File: config.mk
export PLATFORM = sky130hd
export DESIGN_NAME = async_atomic_engine
export DESIGN_NICKNAME = d
export VERILOG_FILES = /design/src/rtl/aae_pkg.sv /design/src/rtl/aae_cmd_decode.sv /design/src/rtl/aae_tag_fifo.sv /design/src/rtl/aae_rsp_pack.sv /design/src/rtl/async_atomic_engine.sv
export SDC_FILE = /design/constraint.sdc
export NUM_CORES = 1
export LEC_CHECK = 0
export BUFFER_PORTS_ARGS = -buffer_cell sky130_fd_sc_hd__buf_4
export CORE_MARGIN = 4
export CORE_UTILIZATION = 40
export CTS_CLUSTER_DIAMETER = 150
export DETAILED_ROUTE_END_ITERATION = 8
export GPL_TIMING_DRIVEN = 0
export PLACE_DENSITY = 0.78
export SYNTH_ARGS = -nofsm -noshare
export SYNTH_HDL_FRONTEND = slang
export SYNTH_SLANG_ARGS = --single-unit
File: constraint.sdc
create_clock -name clk -period 2.62 [get_ports clk]
set_input_delay 0.131 -clock clk [delete_from_list [all_inputs] [get_ports clk]]
set_output_delay 0.131 -clock clk [all_outputs]
set_load 0.005 [all_outputs]
File: src/rtl/aae_pkg.sv
// Package: shared command layout, size codes and tag type for the
// asynchronous atomic response engine. Field positions are fixed by the
// command format and must not move.
package aae_pkg;

    localparam int CMD_W      = 64;
    localparam int SLOT_W     = 8;
    localparam int LEN_W      = 8;
    localparam int INCR_W     = 22;
    localparam int REG_AW     = 11;
    localparam int RSV_W      = 12;
    localparam int DATA_W     = 63;
    localparam int SP_AW      = SLOT_W + 3;

    localparam int SLOT_LO    = 56;
    localparam int LEN_LO     = 48;
    localparam int RSV_LO     = 36;
    localparam int INCR_LO    = 14;
    localparam int TW_BIT     = 13;
    localparam int SIZE_LO    = 11;

    typedef enum logic [1:0] {
        SZ_BYTE = 2'd0,
        SZ_HALF = 2'd1,
        SZ_WORD = 2'd2,
        SZ_DBL  = 2'd3
    } aae_size_e;

    // decoded command fields
    typedef struct packed {
        logic [SLOT_W-1:0]  slot;
        logic               well_formed;
        logic [CMD_W-1:0]   incr;
        logic               tagwait;
        aae_size_e          size;
        logic [REG_AW-1:0]  reg_addr;
    } aae_cmd_t;

    // what the tag queue remembers per outstanding request
    typedef struct packed {
        logic [SLOT_W-1:0]  slot;
        aae_size_e          size;
    } aae_tag_t;

endpackage

File: src/rtl/aae_cmd_decode.sv
// Module: aae_cmd_decode
// Splits a 64-bit command word into its fields and judges whether it is
// well formed (length of one word, reserved bits clear).
// Assumes: purely combinational, no state.
module aae_cmd_decode
    import aae_pkg::*;
(
    input  logic [CMD_W-1:0] word,
    output aae_cmd_t         cmd
);

    localparam logic [LEN_W-1:0] ONE_WORD = LEN_W'(1);

    logic [LEN_W-1:0]  len_f;
    logic [RSV_W-1:0]  rsv_f;
    logic [INCR_W-1:0] incr_f;

    // field extraction and sign extension of the increment
    always_comb begin
        len_f            = word[LEN_LO +: LEN_W];
        rsv_f            = word[RSV_LO +: RSV_W];
        incr_f           = word[INCR_LO +: INCR_W];
        cmd.slot         = word[SLOT_LO +: SLOT_W];
        cmd.well_formed  = (len_f == ONE_WORD) && (rsv_f == '0);
        cmd.incr         = {{(CMD_W-INCR_W){incr_f[INCR_W-1]}}, incr_f};
        cmd.tagwait      = word[TW_BIT];
        cmd.size         = aae_size_e'(word[SIZE_LO +: 2]);
        cmd.reg_addr     = word[REG_AW-1:0];
    end

endmodule

File: src/rtl/aae_tag_fifo.sv
// Module: aae_tag_fifo
// In-order queue of slot/size tags, one per request still waiting for
// its response. Push and pop may happen in the same cycle.
// Assumes: caller never pushes when full nor pops when empty.
module aae_tag_fifo
    import aae_pkg::*;
#(
    parameter int DEPTH = 4
) (
    input  logic      clk,
    input  logic      rst_n,
    input  logic      push,
    input  aae_tag_t  push_tag,
    input  logic      pop,
    output aae_tag_t  head,
    output logic      full,
    output logic      empty
);

    localparam int PTR_W = (DEPTH > 1) ? $clog2(DEPTH) : 1;
    localparam int CNT_W = $clog2(DEPTH + 1);
    localparam logic [PTR_W-1:0] LAST = PTR_W'(DEPTH - 1);

    aae_tag_t           store [DEPTH];
    logic [PTR_W-1:0]   wr_ptr;
    logic [PTR_W-1:0]   rd_ptr;
    logic [CNT_W-1:0]   cnt;

    // status flags from the occupancy count
    always_comb begin
        full  = (cnt == CNT_W'(DEPTH));
        empty = (cnt == '0);
        head  = store[rd_ptr];
    end

    // pointer and occupancy update
    always_ff @(posedge clk) begin
        if (!rst_n) begin
            wr_ptr <= '0;
            rd_ptr <= '0;
            cnt    <= '0;
        end else begin
            if (push) wr_ptr <= (wr_ptr == LAST) ? '0 : wr_ptr + 1'b1;
            if (pop)  rd_ptr <= (rd_ptr == LAST) ? '0 : rd_ptr + 1'b1;
            case ({push, pop})
                2'b10:   cnt <= cnt + 1'b1;
                2'b01:   cnt <= cnt - 1'b1;
                default: cnt <= cnt;
            endcase
        end
    end

    // tag storage, one entry per slot
    for (genvar i = 0; i < DEPTH; i++) begin : g_entry
        always_ff @(posedge clk) begin
            if (!rst_n) begin
                store[i] <= '0;
            end else if (push && (wr_ptr == PTR_W'(i))) begin
                store[i] <= push_tag;
            end
        end
    end

    AST_NO_OVERFLOW: assert property (@(posedge clk) disable iff (!rst_n)
        push |-> !full);
    AST_NO_UNDERFLOW: assert property (@(posedge clk) disable iff (!rst_n)
        pop |-> !empty);
    AST_CNT_BOUND: assert property (@(posedge clk) disable iff (!rst_n)
        cnt <= CNT_W'(DEPTH));

endmodule

File: src/rtl/aae_rsp_pack.sv
// Module: aae_rsp_pack
// Builds the 64-bit scratchpad word from a register-file response: an
// invalid flag on top and the prior value sign-extended to 63 bits.
// Assumes: data bits are zeroed on timeout; the requester ignores them.
module aae_rsp_pack
    import aae_pkg::*;
(
    input  aae_size_e          size,
    input  logic [DATA_W-1:0]  data,
    input  logic               timeout,
    output logic [CMD_W-1:0]   word
);

    logic [DATA_W-1:0] ext;

    // sign extension chosen by operand size
    always_comb begin
        case (size)
            SZ_BYTE: ext = {{(DATA_W-8){data[7]}},   data[7:0]};
            SZ_HALF: ext = {{(DATA_W-16){data[15]}}, data[15:0]};
            SZ_WORD: ext = {{(DATA_W-32){data[31]}}, data[31:0]};
            default: ext = data;
        endcase
        word = timeout ? {1'b1, {DATA_W{1'b0}}} : {1'b0, ext};
    end

endmodule

File: src/rtl/async_atomic_engine.sv
// Module: async_atomic_engine
// Accepts asynchronous atomic commands, forwards well-formed ones to the
// register file and writes each in-order response into the scratchpad
// slot the command named. Malformed commands are dropped with a pulse.
// Assumes: the register file answers requests strictly in issue order.
module async_atomic_engine
    import aae_pkg::*;
#(
    parameter int DEPTH = 4
) (
    input  logic               clk,
    input  logic               rst_n,
    input  logic               cmd_valid,
    output logic               cmd_ready,
    input  logic [63:0]        cmd_word,
    output logic               rf_req_valid,
    input  logic               rf_req_ready,
    output logic [10:0]        rf_req_addr,
    output logic [1:0]         rf_req_size,
    output logic               rf_req_tagwait,
    output logic [63:0]        rf_req_incr,
    input  logic               rf_rsp_valid,
    input  logic [62:0]        rf_rsp_data,
    input  logic               rf_rsp_timeout,
    output logic               sp_wr_en,
    output logic [10:0]        sp_wr_addr,
    output logic [63:0]        sp_wr_data,
    output logic               cmd_err
);

    aae_cmd_t          cmd;
    aae_tag_t          head;
    aae_tag_t          new_tag;
    logic              q_full;
    logic              q_empty;
    logic              push;
    logic [CMD_W-1:0]  packed_word;

    aae_cmd_decode u_decode (
        .word (cmd_word),
        .cmd  (cmd)
    );

    // request side: pass decoded fields through, hold back when queue full
    always_comb begin
        rf_req_valid   = cmd_valid && cmd.well_formed && !q_full;
        cmd_ready      = cmd.well_formed ? (rf_req_ready && !q_full) : 1'b1;
        rf_req_addr    = cmd.reg_addr;
        rf_req_size    = cmd.size;
        rf_req_tagwait = cmd.tagwait;
        rf_req_incr    = cmd.incr;
        push           = rf_req_valid && rf_req_ready;
        new_tag.slot   = cmd.slot;
        new_tag.size   = cmd.size;
    end

    aae_tag_fifo #(.DEPTH(DEPTH)) u_tags (
        .clk      (clk),
        .rst_n    (rst_n),
        .push     (push),
        .push_tag (new_tag),
        .pop      (rf_rsp_valid),
        .head     (head),
        .full     (q_full),
        .empty    (q_empty)
    );

    aae_rsp_pack u_pack (
        .size    (head.size),
        .data    (rf_rsp_data),
        .timeout (rf_rsp_timeout),
        .word    (packed_word)
    );

    // scratchpad write and malformed-command pulse, one cycle after cause
    always_ff @(posedge clk) begin
        if (!rst_n) begin
            sp_wr_en   <= 1'b0;
            sp_wr_addr <= '0;
            sp_wr_data <= '0;
            cmd_err    <= 1'b0;
        end else begin
            sp_wr_en <= rf_rsp_valid;
            if (rf_rsp_valid) begin
                sp_wr_addr <= {head.slot, 3'b000};
                sp_wr_data <= packed_word;
            end
            cmd_err <= cmd_valid && !cmd.well_formed;
        end
    end

    AST_RSP_HAS_TAG: assert property (@(posedge clk) disable iff (!rst_n)
        rf_rsp_valid |-> !q_empty);
    AST_ERR_NO_ISSUE: assert property (@(posedge clk) disable iff (!rst_n)
        cmd_err |-> $past(!push));
    AST_INVALID_TRACKS_TIMEOUT: assert property (@(posedge clk) disable iff (!rst_n)
        sp_wr_en |-> (sp_wr_data[63] == $past(rf_rsp_timeout)));
    AST_WR_AFTER_RSP: assert property (@(posedge clk) disable iff (!rst_n)
        rf_rsp_valid |=> sp_wr_en);
    AST_SLOT_ALIGNED: assert property (@(posedge clk) disable iff (!rst_n)
        sp_wr_en |-> (sp_wr_addr[2:0] == 3'b000));

endmodule

==> results by group <==
Pwr
  • Pwr dens: 588.7 mW/mm²
  • Pleak: 0.003990 µW
  • Peak VDD IR: 0.3930 mV

Yosys
  • Post-synth ARST share: 0
  • Synth Flop Type: dfxtp_1
  • Sequential share of the synthesized area: 0.4864
  • Cell Area, Synth: 0.005886 mm²
  • Main combinational cell family by area after synthesis: simple AND/OR/NAND/NOR gates
  • Synth Area in Compound Gates: 0.1088
  • Synth Area per Inst: 9.993 µm²
  • Cell count after synthesis: 589
  • Yosys warns: 0
  • Number of synthesized flops with an enable pin: 40
  • Number of synthesized register bits: 123
  • Synth Area in Adders: 0.01616
  • Simple-Gate Fraction of Synth Area: 0.1594
  • Post-synthesis xor/xnor area fraction: 0.002976
  • Multiplexer share of the synthesized area: 0.07143
  • Distinct cell type count after synthesis: 40

Timing
  • Slew margin rel.: 0.3879
  • Slew @ Worst Pin: 912.1 ps
  • Final Hold Vio Count: 0
  • RSZ-0062 raised after global routing: no
  • Setup TNS: 0 ps
  • Final Cycle Share: 0.9721
  • Post-Route Skew: 10.53 ps
  • Peak Freq: 392.6 MHz
  • Final Setup Violations: 0
  • Slew Viols, Final: 0
  • Final worst path period need: 2547 ps

Drt
  • Drt first-iter violations: 320
  • Drt via density: 4.831
  • WL met2: 8528 µm
  • Wire per inst: 15.32 µm
  • Metal1 wirelength: 6319 µm
  • Drt first pass iters: 5
  • Routed wl met3: 1336 µm
  • Top sig layer: met4
  • DRT antenna net count: 0
  • WL final: 16630 µm
  • Drt drc: 0
  • Routed vias: 5246

Setup path
  • Crit. Startpoint: u_tags.cnt[0]
  • Setup crit end: u_tags.cnt[2]
  • Maximum fanout along the worst path: 4
  • Critical path capture point type: register
  • Critical Path AT: 2890 ps
  • Worst reg2reg setup slack: 70 ps
  • Reg-to-reg startpoint: u_tags.cnt[0]
  • Kind of critical path: reg -> reg
  • Crit start category: register
  • FF-to-FF path depth: 10
  • Worst EP required: 2960 ps
  • Reg-to-Reg End: u_tags.cnt[2]

Min path
  • HP Class: in -> reg
  • HP Start: rf_rsp_data[26]

Global route
  • Grt total ovfl: 0
  • First-pass GRT wire length: 25500 µm
  • Initial antenna violation count: 1
  • Pin count of the biggest net entering global routing: 44
  • Total GRT Usage: 0.1929
  • Vias in the first global route: 5252

Finish
  • Commonest non-fill, non-tap cell in the layout: buf_4
  • Commonest non-fill, non-tap cells in the layout: buf_4 (336), o21ai_0 (87), dfxtp_1 (83)
  • Final Non-Filler Cells: 1086
  • Layout area overhead: 50.89%
  • Final nets: 1028
  • Share of cells above drive strength 1: 0.4329

Placement
  • Port Buf Inserts: 251
  • Final GP Congestion: 0.7795
  • Placed insts: 1029
  • Hpwl dp: 12430 µm

Die
  • Die Area: 0.01672 mm²
  • Core box area: 0.01448 mm²
  • Rows: 44
  • Die H: 129.3 µm
  • Starting Density: 0.4065
  • Die width: 129.3 µm
  • Io pins: 290

Flow run
  • Number of max-cap violations: 0

Clocking
  • Worst-case clock buffer depth: 2
  • CTS Buf Count: 17
  • Clock-pin transition on the worst setup and hold timing paths: 50 ps
  • Sink Count: 123
  • Root Buffer: clkbuf_16
  • Worst-Skew Late Latency: 410 ps
  • TritonCTS clock tree: built
  • H-tree depth: 4
  • Setup Buffers After CTS: 0

Outcome
  • Status: finished clean
[report_power, final]
| group | switching [µW] | internal, µW |
|---|---|---|
| Sequential | 47.6 | 2060 |
| Clock | 850 | 1490 |
| Combinational | 304 | 470 |
| Total | 1200 | 4030 |
[through the flow]
stage                     total power, µW  instance area (µm²)  setup WS, ps    util  hold WS, ps
after floorplan                      2501                 5893         109.7       -        244.8
after global placement               2881                 8008        -229.8  0.5531        367.9
after detailed placement             2897                 8030        -73.67  0.5546        379.2
after CTS                            5265                 8879         63.66  0.6132        3.344
after global routing                 5423                 8881         22.06  0.6134        15.47
final                                5229                 8881         72.97  0.6134        12.72
[layer usage]
| metal | up-vias | GRT usage |
|---|---|---|
| met4 | 0 | 0.07968 |
| met1 | 2404 | 0.2176 |
| met5 | - | 0 |
| li1 | 2558 | - |
| met3 | 33 | 0.05070 |
| met2 | 251 | 0.3451 |
[worst min-delay path by stage]
stage	endpoint	slack, ps	cells past startpoint
after floorplan	cmd_err	240	2
after global placement	cmd_err	370	3
after detailed placement	cmd_err	380	3
after CTS	sp_wr_data[38]	3	3
after global routing	sp_wr_data[38]	20	3
final	sp_wr_data[26]	10	3
[Yosys cell counts (2+ instances only)]
library cell	instances	area share
o21ai_0	91	0.077
dfxtp_1	83	0.28
buf_4	82	0.10
edfxtp_1	40	0.20
nor3_1	40	0.034
nand3b_1	32	0.041
clkbuf_1	29	0.018
nor2b_1	29	0.031
nand2_1	26	0.017
inv_1	19	0.012
nor2_1	18	0.011
a21oi_1	16	0.014
mux2i_1	15	0.026
a21o_1	9	0.011
buf_6	9	0.017
and2_1	6	0.0064
ha_1	6	0.013
mux4_1	6	0.027
mux4_2	4	0.015
nor4_1	4	0.0043
buf_2	2	0.0017
mux2_2	2	0.0038
nand4_1	2	0.0021
o21ai_1	2	0.0017
or3b_1	2	0.0030
[timing repair]
item,CTS,global route
endpoints found under the setup margin,1,0
endpoints found under the hold margin,24,0
gates resized for setup,6,0
hold buffers,24,0
[flip-flops by register name (all words and copies together) (netlist names), named ones only]
register / flops
cmd_err: 1
u_tags.cnt: 3
sp_wr_data: 64
sp_wr_addr: 8
u_tags.wr_ptr: 2
u_tags.rd_ptr: 2
sp_wr_en: 1
u_tags.store: 40
[worst max-delay path: stages, from the launching register on]
cell and delay [ps]:
dfxtp_1 320, or3b_2 480, and2_4 190, and4_4 200
inv_2 70, ha_2 190, inv_1 50, fa_1 360
xor2_1 160, or3_1 310, a21boi_1 140
[cell families (layout without fill, tap and decap cells)]
family,after synthesis,count (layout)
and+or+nand+nor,167,167
buffers and inverters,141,451
DFF,123,123
AOI/OAI and AO/OA,121,121
muxes,27,27
adders and majority gates,7,7
xor gates and xnor gates,2,2
other,1,4
[cell type report]
cell class / count / area, µm²
inverters: 19 / 71.32
well taps: 184 / 230.2
repair buffers: 278 / 2147
clock buffers: 17 / 425.4
flip-flops and latches: 123 / 2863
plain buffers: 122 / 835.8
fillers: 1231 / 5598
clock inverters: 15 / 175.2
multi-input cells: 327 / 2131
diodes: 1 / 2.502
No activity file was read; power rests on OpenSTA's default activity.
